## src/rtl/ckg_pkg.sv

```systemverilog
package ckg_pkg;

    typedef enum logic [2:0] {
        ST_LATCH_OPEN = 3'd0,
        ST_STAB       = 3'd1,
        ST_RUN        = 3'd2,
        ST_PDOWN      = 3'd3,
        ST_M1         = 3'd4
    } ckg_state_t;

endpackage

```

## src/rtl/ckg_sync.sv

```systemverilog
module ckg_sync #(
    parameter int STAGES = 2
) (
    input  logic clk,
    input  logic rst_n,
    input  logic d,
    output logic q
);

    logic [STAGES-1:0] chain_q;

    always_ff @(posedge clk or negedge rst_n) begin
        if (!rst_n) begin
            chain_q <= '0;
        end else begin
            chain_q <= {chain_q[STAGES-2:0], d};
        end
    end

    assign q = chain_q[STAGES-1];

endmodule

```

## src/rtl/ckg_cfg_regs.sv

```systemverilog
module ckg_cfg_regs #(
    parameter int N_OUT = 6
) (
    input  logic             clk,
    input  logic             rst_n,
    input  logic             wr_en,
    input  logic [N_OUT-1:0] wr_oe,
    input  logic             wr_restore,
    input  logic             wr_mgmt,
    input  logic             wr_m1_en,
    input  logic             wipe,
    output logic [N_OUT-1:0] oe_q,
    output logic             restore_q,
    output logic             mgmt_q,
    output logic             m1_en_q
);

    localparam logic [N_OUT-1:0] OE_COLD = {N_OUT{1'b1}};

    always_ff @(posedge clk or negedge rst_n) begin
        if (!rst_n) begin
            oe_q      <= OE_COLD;
            restore_q <= 1'b1;
            mgmt_q    <= 1'b0;
            m1_en_q   <= 1'b0;
        end else if (wipe) begin
            // wipe only occurs with management mode off, so mgmt_q is already 0
            oe_q      <= OE_COLD;
            restore_q <= 1'b1;
            mgmt_q    <= 1'b0;
            m1_en_q   <= 1'b0;
        end else if (wr_en) begin
            oe_q      <= wr_oe;
            restore_q <= wr_restore;
            mgmt_q    <= mgmt_q | wr_mgmt;
            m1_en_q   <= wr_m1_en;
        end
    end

endmodule

```

## src/rtl/ckg_gate_cell.sv

```systemverilog
module ckg_gate_cell #(
    parameter bit IS_SE = 1'b0
) (
    input  logic clk,
    input  logic rst_n,
    input  logic lvl,
    input  logic run_req,
    input  logic hiz_req,
    output logic run,
    output logic hiz
);

    localparam logic HIZ_RST = IS_SE;

    always_ff @(posedge clk or negedge rst_n) begin
        if (!rst_n) begin
            run <= 1'b0;
            hiz <= HIZ_RST;
        end else if (!lvl) begin
            run <= run_req;
            hiz <= hiz_req & HIZ_RST;
        end
    end

endmodule

```

## src/rtl/ckg_seq.sv

```systemverilog
module ckg_seq
    import ckg_pkg::*;
#(
    parameter int N_OUT    = 6,
    parameter int N_DIFF   = 5,
    parameter int STAB_CYC = 25773
) (
    input  logic             clk,
    input  logic             rst_n,
    input  logic             pwr_ok,
    input  logic             strap_fsel,
    input  logic             strap_disp_n,
    input  logic             strap_sata_n,
    input  logic [N_OUT-1:0] oe,
    input  logic             restore,
    input  logic             mgmt,
    input  logic             m1_en,
    output logic [N_OUT-1:0] run_req,
    output logic [N_OUT-1:0] hiz_req,
    output logic             wipe,
    output logic             lat_fsel,
    output logic             lat_disp_n,
    output logic             lat_sata_n,
    output logic             live
);

    localparam int CW = (STAB_CYC > 2) ? $clog2(STAB_CYC) : 1;
    localparam logic [CW-1:0] CNT_LAST = CW'(STAB_CYC - 1);
    localparam logic [N_OUT-1:0] DIFF_MASK = {N_OUT{1'b1}} >> (N_OUT - N_DIFF);
    localparam logic [N_OUT-1:0] SE_MASK   = ~DIFF_MASK;

    ckg_state_t state_q, state_d;
    logic [CW-1:0] cnt_q;
    logic          stab_done;
    logic          keep_cfg;

    assign stab_done = (cnt_q == CNT_LAST);
    assign keep_cfg  = restore | mgmt;

    // state register
    always_ff @(posedge clk or negedge rst_n) begin
        if (!rst_n) begin
            state_q <= ST_LATCH_OPEN;
        end else begin
            state_q <= state_d;
        end
    end

    // transitions
    always_comb begin
        state_d = state_q;
        unique case (state_q)
            ST_LATCH_OPEN: begin
                if (pwr_ok) state_d = ST_STAB;
            end
            ST_STAB: begin
                if (!pwr_ok)        state_d = mgmt ? ST_M1 : ST_PDOWN;
                else if (stab_done) state_d = ST_RUN;
            end
            ST_RUN: begin
                if (!pwr_ok) state_d = mgmt ? ST_M1 : ST_PDOWN;
            end
            ST_PDOWN, ST_M1: begin
                if (pwr_ok) state_d = keep_cfg ? ST_STAB : ST_LATCH_OPEN;
            end
            default: state_d = ST_LATCH_OPEN;
        endcase
    end

    assign wipe = ((state_q == ST_PDOWN) || (state_q == ST_M1)) && pwr_ok && !keep_cfg;

    // stabilization window counter
    always_ff @(posedge clk or negedge rst_n) begin
        if (!rst_n) begin
            cnt_q <= '0;
        end else if (state_q != ST_STAB) begin
            cnt_q <= '0;
        end else if (!stab_done) begin
            cnt_q <= cnt_q + CW'(1);
        end
    end

    // strap latches, open only in the latches-open state
    always_ff @(posedge clk or negedge rst_n) begin
        if (!rst_n) begin
            lat_fsel   <= 1'b0;
            lat_disp_n <= 1'b0;
            lat_sata_n <= 1'b0;
        end else if ((state_q == ST_LATCH_OPEN) && pwr_ok) begin
            lat_fsel   <= strap_fsel;
            lat_disp_n <= strap_disp_n;
            lat_sata_n <= strap_sata_n;
        end
    end

    // gate requests
    always_comb begin
        run_req = '0;
        hiz_req = SE_MASK;
        live    = 1'b0;
        unique case (state_q)
            ST_RUN: begin
                run_req = oe;
                hiz_req = '0;
                live    = 1'b1;
            end
            ST_M1: begin
                run_req[0] = oe[0] & m1_en;
                live       = 1'b1;
            end
            ST_STAB: begin
                hiz_req = '0;
            end
            ST_LATCH_OPEN, ST_PDOWN: begin
                hiz_req = SE_MASK;
            end
            default: begin
                hiz_req = SE_MASK;
            end
        endcase
    end

endmodule

```

## src/rtl/ckg_pwr_ctrl.sv

```systemverilog
module ckg_pwr_ctrl #(
    parameter int N_DIFF      = 5,
    parameter int N_SE        = 1,
    parameter int STAB_CYC    = 25773,
    parameter int SYNC_STAGES = 2
) (
    input  logic                     clk,
    input  logic                     rst_n,
    input  logic                     pwrgd_pd_n,
    input  logic                     strap_fsel,
    input  logic                     strap_disp_n,
    input  logic                     strap_sata_n,
    input  logic                     cfg_we,
    input  logic [N_DIFF+N_SE-1:0]   cfg_oe,
    input  logic                     cfg_restore,
    input  logic                     cfg_mgmt,
    input  logic                     cfg_m1_en,
    input  logic [N_DIFF+N_SE-1:0]   clk_lvl,
    output logic [N_DIFF+N_SE-1:0]   out_run,
    output logic [N_DIFF+N_SE-1:0]   out_hiz,
    output logic                     lat_fsel,
    output logic                     lat_disp_n,
    output logic                     lat_sata_n
);

    localparam int N_OUT = N_DIFF + N_SE;

    logic             pwr_ok;
    logic [N_OUT-1:0] oe_q;
    logic             restore_q, mgmt_q, m1_en_q;
    logic             wipe;
    logic [N_OUT-1:0] run_req, hiz_req;
    logic             st_live;

    ckg_sync #(.STAGES(SYNC_STAGES)) u_sync (
        .clk   (clk),
        .rst_n (rst_n),
        .d     (pwrgd_pd_n),
        .q     (pwr_ok)
    );

    ckg_cfg_regs #(.N_OUT(N_OUT)) u_cfg (
        .clk        (clk),
        .rst_n      (rst_n),
        .wr_en      (cfg_we),
        .wr_oe      (cfg_oe),
        .wr_restore (cfg_restore),
        .wr_mgmt    (cfg_mgmt),
        .wr_m1_en   (cfg_m1_en),
        .wipe       (wipe),
        .oe_q       (oe_q),
        .restore_q  (restore_q),
        .mgmt_q     (mgmt_q),
        .m1_en_q    (m1_en_q)
    );

    ckg_seq #(.N_OUT(N_OUT), .N_DIFF(N_DIFF), .STAB_CYC(STAB_CYC)) u_seq (
        .clk          (clk),
        .rst_n        (rst_n),
        .pwr_ok       (pwr_ok),
        .strap_fsel   (strap_fsel),
        .strap_disp_n (strap_disp_n),
        .strap_sata_n (strap_sata_n),
        .oe           (oe_q),
        .restore      (restore_q),
        .mgmt         (mgmt_q),
        .m1_en        (m1_en_q),
        .run_req      (run_req),
        .hiz_req      (hiz_req),
        .wipe         (wipe),
        .lat_fsel     (lat_fsel),
        .lat_disp_n   (lat_disp_n),
        .lat_sata_n   (lat_sata_n),
        .live         (st_live)
    );

    for (genvar gi = 0; gi < N_OUT; gi++) begin : g_gate
        ckg_gate_cell #(.IS_SE(gi >= N_DIFF)) u_cell (
            .clk     (clk),
            .rst_n   (rst_n),
            .lvl     (clk_lvl[gi]),
            .run_req (run_req[gi]),
            .hiz_req (hiz_req[gi]),
            .run     (out_run[gi]),
            .hiz     (out_hiz[gi])
        );
    end

endmodule

```

## config.mk

```make
export PLATFORM = sky130hd
export DESIGN_NAME = ckg_pwr_ctrl
export DESIGN_NICKNAME = d
export VERILOG_FILES = /design/src/rtl/ckg_pkg.sv /design/src/rtl/ckg_sync.sv /design/src/rtl/ckg_cfg_regs.sv /design/src/rtl/ckg_gate_cell.sv /design/src/rtl/ckg_seq.sv /design/src/rtl/ckg_pwr_ctrl.sv
export SDC_FILE = /design/constraint.sdc
export NUM_CORES = 1
export LEC_CHECK = 0
export ABC_AREA = 1
export CAP_MARGIN = 20
export CORE_MARGIN = 8
export CORE_UTILIZATION = 45
export DETAILED_ROUTE_END_ITERATION = 8
export DONT_BUFFER_PORTS = 1
export PLACE_DENSITY = 0.62
export SYNTH_ARGS = -nofsm -noshare
export SYNTH_HDL_FRONTEND = slang
export SYNTH_SLANG_ARGS = --single-unit
```

## constraint.sdc

```tcl
create_clock -name clk -period 2.2 [get_ports clk]
set_input_delay 0.66 -clock clk [delete_from_list [all_inputs] [get_ports clk]]
set_output_delay 0.66 -clock clk [all_outputs]
set_load 0.005 [all_outputs]
```

==> results of run 1 <==
power groups by stage:
stage / sequential (µW) / clock, µW / combinational [µW]
after floorplan: 926 / 0 / 473
after global placement: 958 / 0 / 496
after detailed placement: 961 / 0 / 504
after CTS: 948 / 754 / 503
after global routing: 959 / 778 / 573
final: 944 / 736 / 496
cell usage in the layout (no fill, tap or decap), drive strengths merged:
| cell type | synthesis | final |
|---|---|---|
| nand2 | 69 | 69 |
| nor2 | 41 | 41 |
| dfrtp | 31 | 31 |
| inv | 29 | 30 |
| nand3 | 25 | 25 |
| o21ai | 21 | 21 |
| dfstp | 8 | 8 |
| a21oi | 8 | 8 |
| conb | 1 | 5 |
| clkbuf | 1 | 5 |
| nor3 | 5 | 5 |
| nand4 | 3 | 3 |
| a31oi | 2 | 2 |
| ha | 2 | 2 |
| bufinv | 0 | 2 |
| o31ai | 1 | 1 |
| or2 | 1 | 1 |
| o211ai | 1 | 1 |
| and2 | 1 | 1 |
| nor4 | 1 | 1 |
| xor2 | 1 | 1 |
metal layers:
| layer | global-route usage, % | up-vias |
|---|---|---|
| li1 | - | 827 |
| met1 | 14.6 | 749 |
| met2 | 19.3 | 31 |
| met3 | 3.80 | 7 |
| met4 | 4.53 | 0 |
| met5 | 0 | - |
cells by family (layout without fill, tap and decap cells):
logic type      after synthesis  in the layout  synth area share (%)
simple gates                146            146                  32.6
compound gates               33             33                  8.74
other cells                   1              5                 0.178
flops                        39             39                  46.8
buf+inv                      43             37                  9.99
xor+xnor                      1              1                 0.416
fa+ha+maj                     2              2                  1.19
sequential cells by signal, indices dropped and copies added, names as in the netlist:
register / cells
u_seq.lat_fsel: 1
u_seq.state_q: 3
u_sync.chain_q: 2
u_cfg.mgmt_q: 1
g_gate.u_cell.run: 6
u_cfg.oe_q: 6
g_gate.u_cell.hiz: 1
u_cfg.m1_en_q: 1
u_seq.lat_disp_n: 1
u_seq.lat_sata_n: 1
u_seq.cnt_q: 15
u_cfg.restore_q: 1
stage by stage:
| step | total power, µW | instance area [µm²] |
|---|---|---|
| final | 2180 | 2230 |
| after global routing | 2310 | 2230 |
| after global placement | 1450 | 2090 |
| after floorplan | 1400 | 2120 |
| after detailed placement | 1460 | 2090 |
| after CTS | 2210 | 2230 |
layout make-up:
type	count	area, µm²	share of cell area (%)
well taps	54	67.6	3.04
clock buffers	5	68.8	3.09
flip-flops and latches	39	986	44.3
clock inverters	3	71.3	3.20
multi-input cells	187	923	41.5
inverters	29	109	4.89
worst max-delay path by stage:
stage | from | endpoint | slack [ns] | cells past startpoint
2_1_floorplan | u_seq.cnt_q[0] | u_seq.state_q[0] | 0.90 | 11
3_3_place_gp | u_seq.cnt_q[0] | u_seq.state_q[0] | 0.85 | 11
3_5_place_dp | u_seq.cnt_q[0] | u_seq.state_q[1] | 0.79 | 11
4_1_cts | g_gate[5].u_cell.hiz | out_hiz[5] | 0.67 | 0
5_1_grt | g_gate[5].u_cell.hiz | out_hiz[5] | 0.66 | 0
6_report | g_gate[5].u_cell.hiz | out_hiz[5] | 0.68 | 0
==> qor.yml, run 1 <==
met1Wirelength_um: 1920
top_level_ports: 37
placement_rows: 25
grt_start_max_net_pins: 40
htreeDepth: 2
fill_cells: 462
path_type_of_the_worst_min_delay_path: "in2async"
cellInternalPower_uw: 1470
worst_r2r_endpoint: "u_seq.state_q[1]"
final-setup-viol-count: 0
cp.required_ns: 1.54
grt_usage_pct: 12.0
regToRegSetupSlack_ns: 0.77
detailroute.via_count: 1614
synth.lib_cells_used.distinct: 31
synth_common_cells: "sky130_fd_sc_hd__nand2_1 (63), sky130_fd_sc_hd__nor2_1 (36), sky130_fd_sc_hd__dfrtp_1 (31)"
crit-reg2reg-launch: "u_seq.cnt_q[0]"
cell_count_after_placement: 309
crit_path_end_kind: "output pin"
route.final.wire_length_um: 4060
power.switching_uw: 710
postLayoutSetupSlackWorst_ns: 0.683
tritoncts: "built"
drc_errors: 0
highest_layer: "met4"
synth_largest_area_cell: "sky130_fd_sc_hd__dfrtp_1"
place_ws_ns: 0.788
crit_path_max_fanout: 2
wire_per_inst_um: 12.8
vias_in_the_first_global_route: 1563
top_cells_by_area_in_the_synthesized_netlist: "sky130_fd_sc_hd__dfrtp_1 (37%), sky130_fd_sc_hd__nand2_1 (11%), sky130_fd_sc_hd__dfstp_2 (10%)"
drtAntennaViolNets: 0
dieHeight_um: 84.4
cts_buffers: 5
ant_diodes: 0
global_route.overflow_total: 0
finalMaxSlewViolations: 0
place.detailed.hpwl_um: 3060
power.share.combinational_pct: 22.8
post_drt_via_cell_ratio: 5.09
fin_crit_ns: 1.52
smallest_hold_slack_ns: 0.0475
power_leakage_uw: 0.00102
power.density_cell_area_nw_per_um2: 978
die-width_um: 84.4
power_frac_clock_pct: 33.8
max-vdd-ir-drop_mv: 0.545
unrepaired_setup_endpoints_after_global_routing: "no"
place.port_buffers: 0
initial_antenna_violation_count: 0
postCtsSetupBuffers: 0
outcome: "finished, final reports clean"
post_syn_instances: 265
yosys_warnings: 0
fmaxAchievable_ghz: 0.659
finalCoreUtilization_pct: 48.1
start_kind: "register"
met3_wirelength_um: 192
tns_ns: 0
met2_length_um: 1900
cell_chosen_for_the_clock_root: "sky130_fd_sc_hd__clkbuf_8"
finish.cell_count_without_fillers: 317
p_sw_share_pct: 32.6
dominantRegCellSynth: "sky130_fd_sc_hd__dfrtp_1"
synth-seq-cells: 39
cts_resized: 0
share_of_the_synthesized_area_in_the_top_cell_type_pct: 36.9
tritoncts_num_sinks: 39
drt_pre_antenna_iters: 4
crit_arrival_ns: 0.86
drtIter0Drc: 114
coreArea_um2: 4630
proportion_of_synthesized_flip_flops_having_asynchronous_set_or_reset_pct: 100
cts_hold_buf: 0
floorplan.die_area_um2: 7120
starting_utilization_of_the_core_area_pct: 45.5
synth_enable_flop_cells: 0
most_common_cell_in_the_synthesized_netlist: "sky130_fd_sc_hd__nand2_1"
weighted_congestion_reported_at_the_end_of_routability_driven_placement: 0.793
cts.path.max_buffers: 2
maxCapViolations: 0
worst-r2r-cell-count: 11
worst_clock_skew_ns: 0.00559
cts.reportedPaths.clkPinSlew_ns: 0.08
report.final.hold_viol_count: 0
p_seq_share_pct: 43.4
syn-cell-area_um2: 2100
area_growth_syn_to_layout_pct: 5.77
post_route_cells_drive_above_1_share_pct: 15.6
worstSetupPathType: "reg2out"
synthesis.area_per_instance_um2: 7.94
layout_worst_path_cycle_share_pct: 69.0
nNetsFinal: 286
grt_pass1_wl_um: 7050
clock_latency_ns: 0.30
yosysSeqAreaShare_pct: 46.8
(Power assumes the default switching activity.)
==> inputs of run 2 (changes only) <==
--- a/config.mk
+++ b/config.mk
@@ -11,7 +11,7 @@
 export CORE_UTILIZATION = 45
 export DETAILED_ROUTE_END_ITERATION = 8
 export DONT_BUFFER_PORTS = 1
-export PLACE_DENSITY = 0.62
+export PLACE_DENSITY = 0.64
 export SYNTH_ARGS = -nofsm -noshare
 export SYNTH_HDL_FRONTEND = slang
 export SYNTH_SLANG_ARGS = --single-unit
==> constraint.sdc (replaced) <==
create_clock -name clk -period 1.3 [get_ports clk]
set_input_delay 0.39 -clock clk [delete_from_list [all_inputs] [get_ports clk]]
set_output_delay 0.39 -clock clk [all_outputs]
set_load 0.005 [all_outputs]
==> qor.yml, run 2 (same netlist as run 1, synthesis figures left out) <==
smallest_hold_slack_ns: -0.214
final-setup-viol-count: 12
nNetsFinal: 307
fmaxAchievable_ghz: 0.721
post_route_cells_drive_above_1_share_pct: 26.4
wire_per_inst_um: 12.5
path_type_of_the_worst_min_delay_path: "in2async"
registers.top_by_ff_count: "u_seq.cnt_q"
detailroute.via_count: 1686
placement_rows: 25
coreArea_um2: 4630
crit_path_end_kind: "register"
die-width_um: 84.4
vias_in_the_first_global_route: 1620
layout_worst_path_cycle_share_pct: 107
global_route.overflow_total: 0
cts_buffers: 5
ant_diodes: 0
regToRegSetupSlack_ns: -0.09
grt_pass1_wl_um: 7070
cts.path.max_buffers: 2
postLayoutSetupSlackWorst_ns: -0.0866
post_drt_via_cell_ratio: 4.99
area_growth_syn_to_layout_pct: 16.5
placedInstanceArea_um2: 2180
worst_clock_skew_ns: 0.00475
outcome: "finished with violations"
crit_arrival_ns: 1.61
violations_in_the_final_reports: "negative hold slack, negative setup slack"
drt_pre_antenna_iters: 4
grt_usage_pct: 12.2
drtAntennaViolNets: 0
starting_utilization_of_the_core_area_pct: 45.5
power.density_cell_area_nw_per_um2: 1650
maxCapViolations: 0
cell_chosen_for_the_clock_root: "sky130_fd_sc_hd__clkbuf_8"
critical_path.most_common_cell: "sky130_fd_sc_hd__buf_4"
critPathSlowestCell: "sky130_fd_sc_hd__dfrtp_1"
fin_area_um2: 2450
grt_start_max_net_pins: 40
cp.required_ns: 1.52
place.detailed.hpwl_um: 3020
crit_path_max_fanout: 5
floorplan.die_area_um2: 7120
clock_latency_ns: 0.29
initial_antenna_violation_count: 0
reg_top3: "u_seq.cnt_q: 15 flops, g_gate.u_cell.run: 6 flops, u_cfg.oe_q: 6 flops"
layout.cells.most_common: "sky130_fd_sc_hd__nand2_1"
place.port_buffers: 0
max-vdd-ir-drop_mv: 0.989
report.final.hold_viol_count: 39
start_kind: "register"
post-layout-total-power_uw: 4040
worstPathCellList: "buf_4 > buf_4 > nand3_4 > nor3_4 > buf_4 > o21ai_0 > a21oi_1"
unrepaired_setup_endpoints_after_global_routing: "yes"
cell_count_after_placement: 321
drc_errors: 0
largest_stage_delay_on_the_critical_path_ns: 0.39
number_of_flip_flops_in_the_largest_register: 15
tritoncts: "built"
highest_count_cells_in_the_layout_ignoring_fill_and_taps: "sky130_fd_sc_hd__nand2_1 (60), sky130_fd_sc_hd__nor2_1 (34), sky130_fd_sc_hd__dfrtp_1 (31)"
htreeDepth: 2
finalMaxSlewViolations: 0
drtIter0Drc: 41
cts.reportedPaths.clkPinSlew_ns: 0.08
power_leakage_uw: 0.00112
weighted_congestion_reported_at_the_end_of_routability_driven_placement: 0.842
tritoncts_num_sinks: 39
worstSetupPathType: "reg2reg"
route.final.wire_length_um: 4240
fin_crit_ns: 1.39
top_level_ports: 37
dieHeight_um: 84.4
finish.cell_count_without_fillers: 338
[run 2: layout make-up]
cell class	count	area, µm²
Multi-Input combinational cell	188	1000
Timing Repair Buffer	20	150
Tap cell	54	67.6
Inverter	29	109
Clock inverter	3	67.6
Clock buffer	5	68.8
Fill cell	427	2180
Sequential cell	39	986
[run 2: metal layers]
| metal | GRT usage, % | part of all wire [%] | vias to the layer above |
|---|---|---|---|
| met5 | 0 | 0 | - |
| met4 | 5.83 | 1.7 | 0 |
| met3 | 4.00 | 4.9 | 7 |
| met2 | 19.9 | 48 | 32 |
| met1 | 14.2 | 46 | 772 |
| li1 | - | - | 875 |
[run 2: path summary, 6_finish.rpt]
kind / start / to / depth (start not counted)
worst min-delay path: rst_n / u_seq.cnt_q[14] / 0
worst max register to register: u_seq.cnt_q[0] / u_seq.cnt_q[5] / 7
worst min register to register: u_sync.chain_q[0] / u_sync.chain_q[1] / 0
max in group asynchronous: rst_n / u_cfg.oe_q[0] / 0
min in group clk: pwrgd_pd_n / u_sync.chain_q[0] / 0
worst max-delay path: u_seq.cnt_q[0] / u_seq.cnt_q[5] / 7
[run 2: worst max-delay path, delay by kind of cell (launching register included)]
family | cells | cell delay, ns
compound gates | 2 | 0.17
buf+inv | 3 | 0.41
flops | 1 | 0.39
simple gates | 2 | 0.35
[run 2: timing repair]
item / 4_1_cts / 5_1_grt
buffers inserted: 7 / 1
endpoints found under the hold margin: 39 / 39
setup endpoints to repair: 6 / 26
resized for setup: 10 / 10
cloned: 0 / 1
pin swaps: 5 / 7
[run 2: power by group]
part	internal, µW	switching [µW]	leakage, µW
Sequential	1420	153	0.000495
Clock	766	442	0.0000644
Combinational	540	714	0.000556
Total	2730	1310	0.00112
[run 2: per-stage QoR]
step | setup slack, ns | util, % | TNS, ns
finish | -0.0866 | 53.0 | -0.499
global route | -0.163 | 53.0 | -2.07
CTS | -0.0457 | 51.8 | -0.271
detailed placement | -0.106 | 47.0 | -0.370
global placement | -0.0460 | 47.0 | -0.126
floorplan | 0.00429 | - | 0
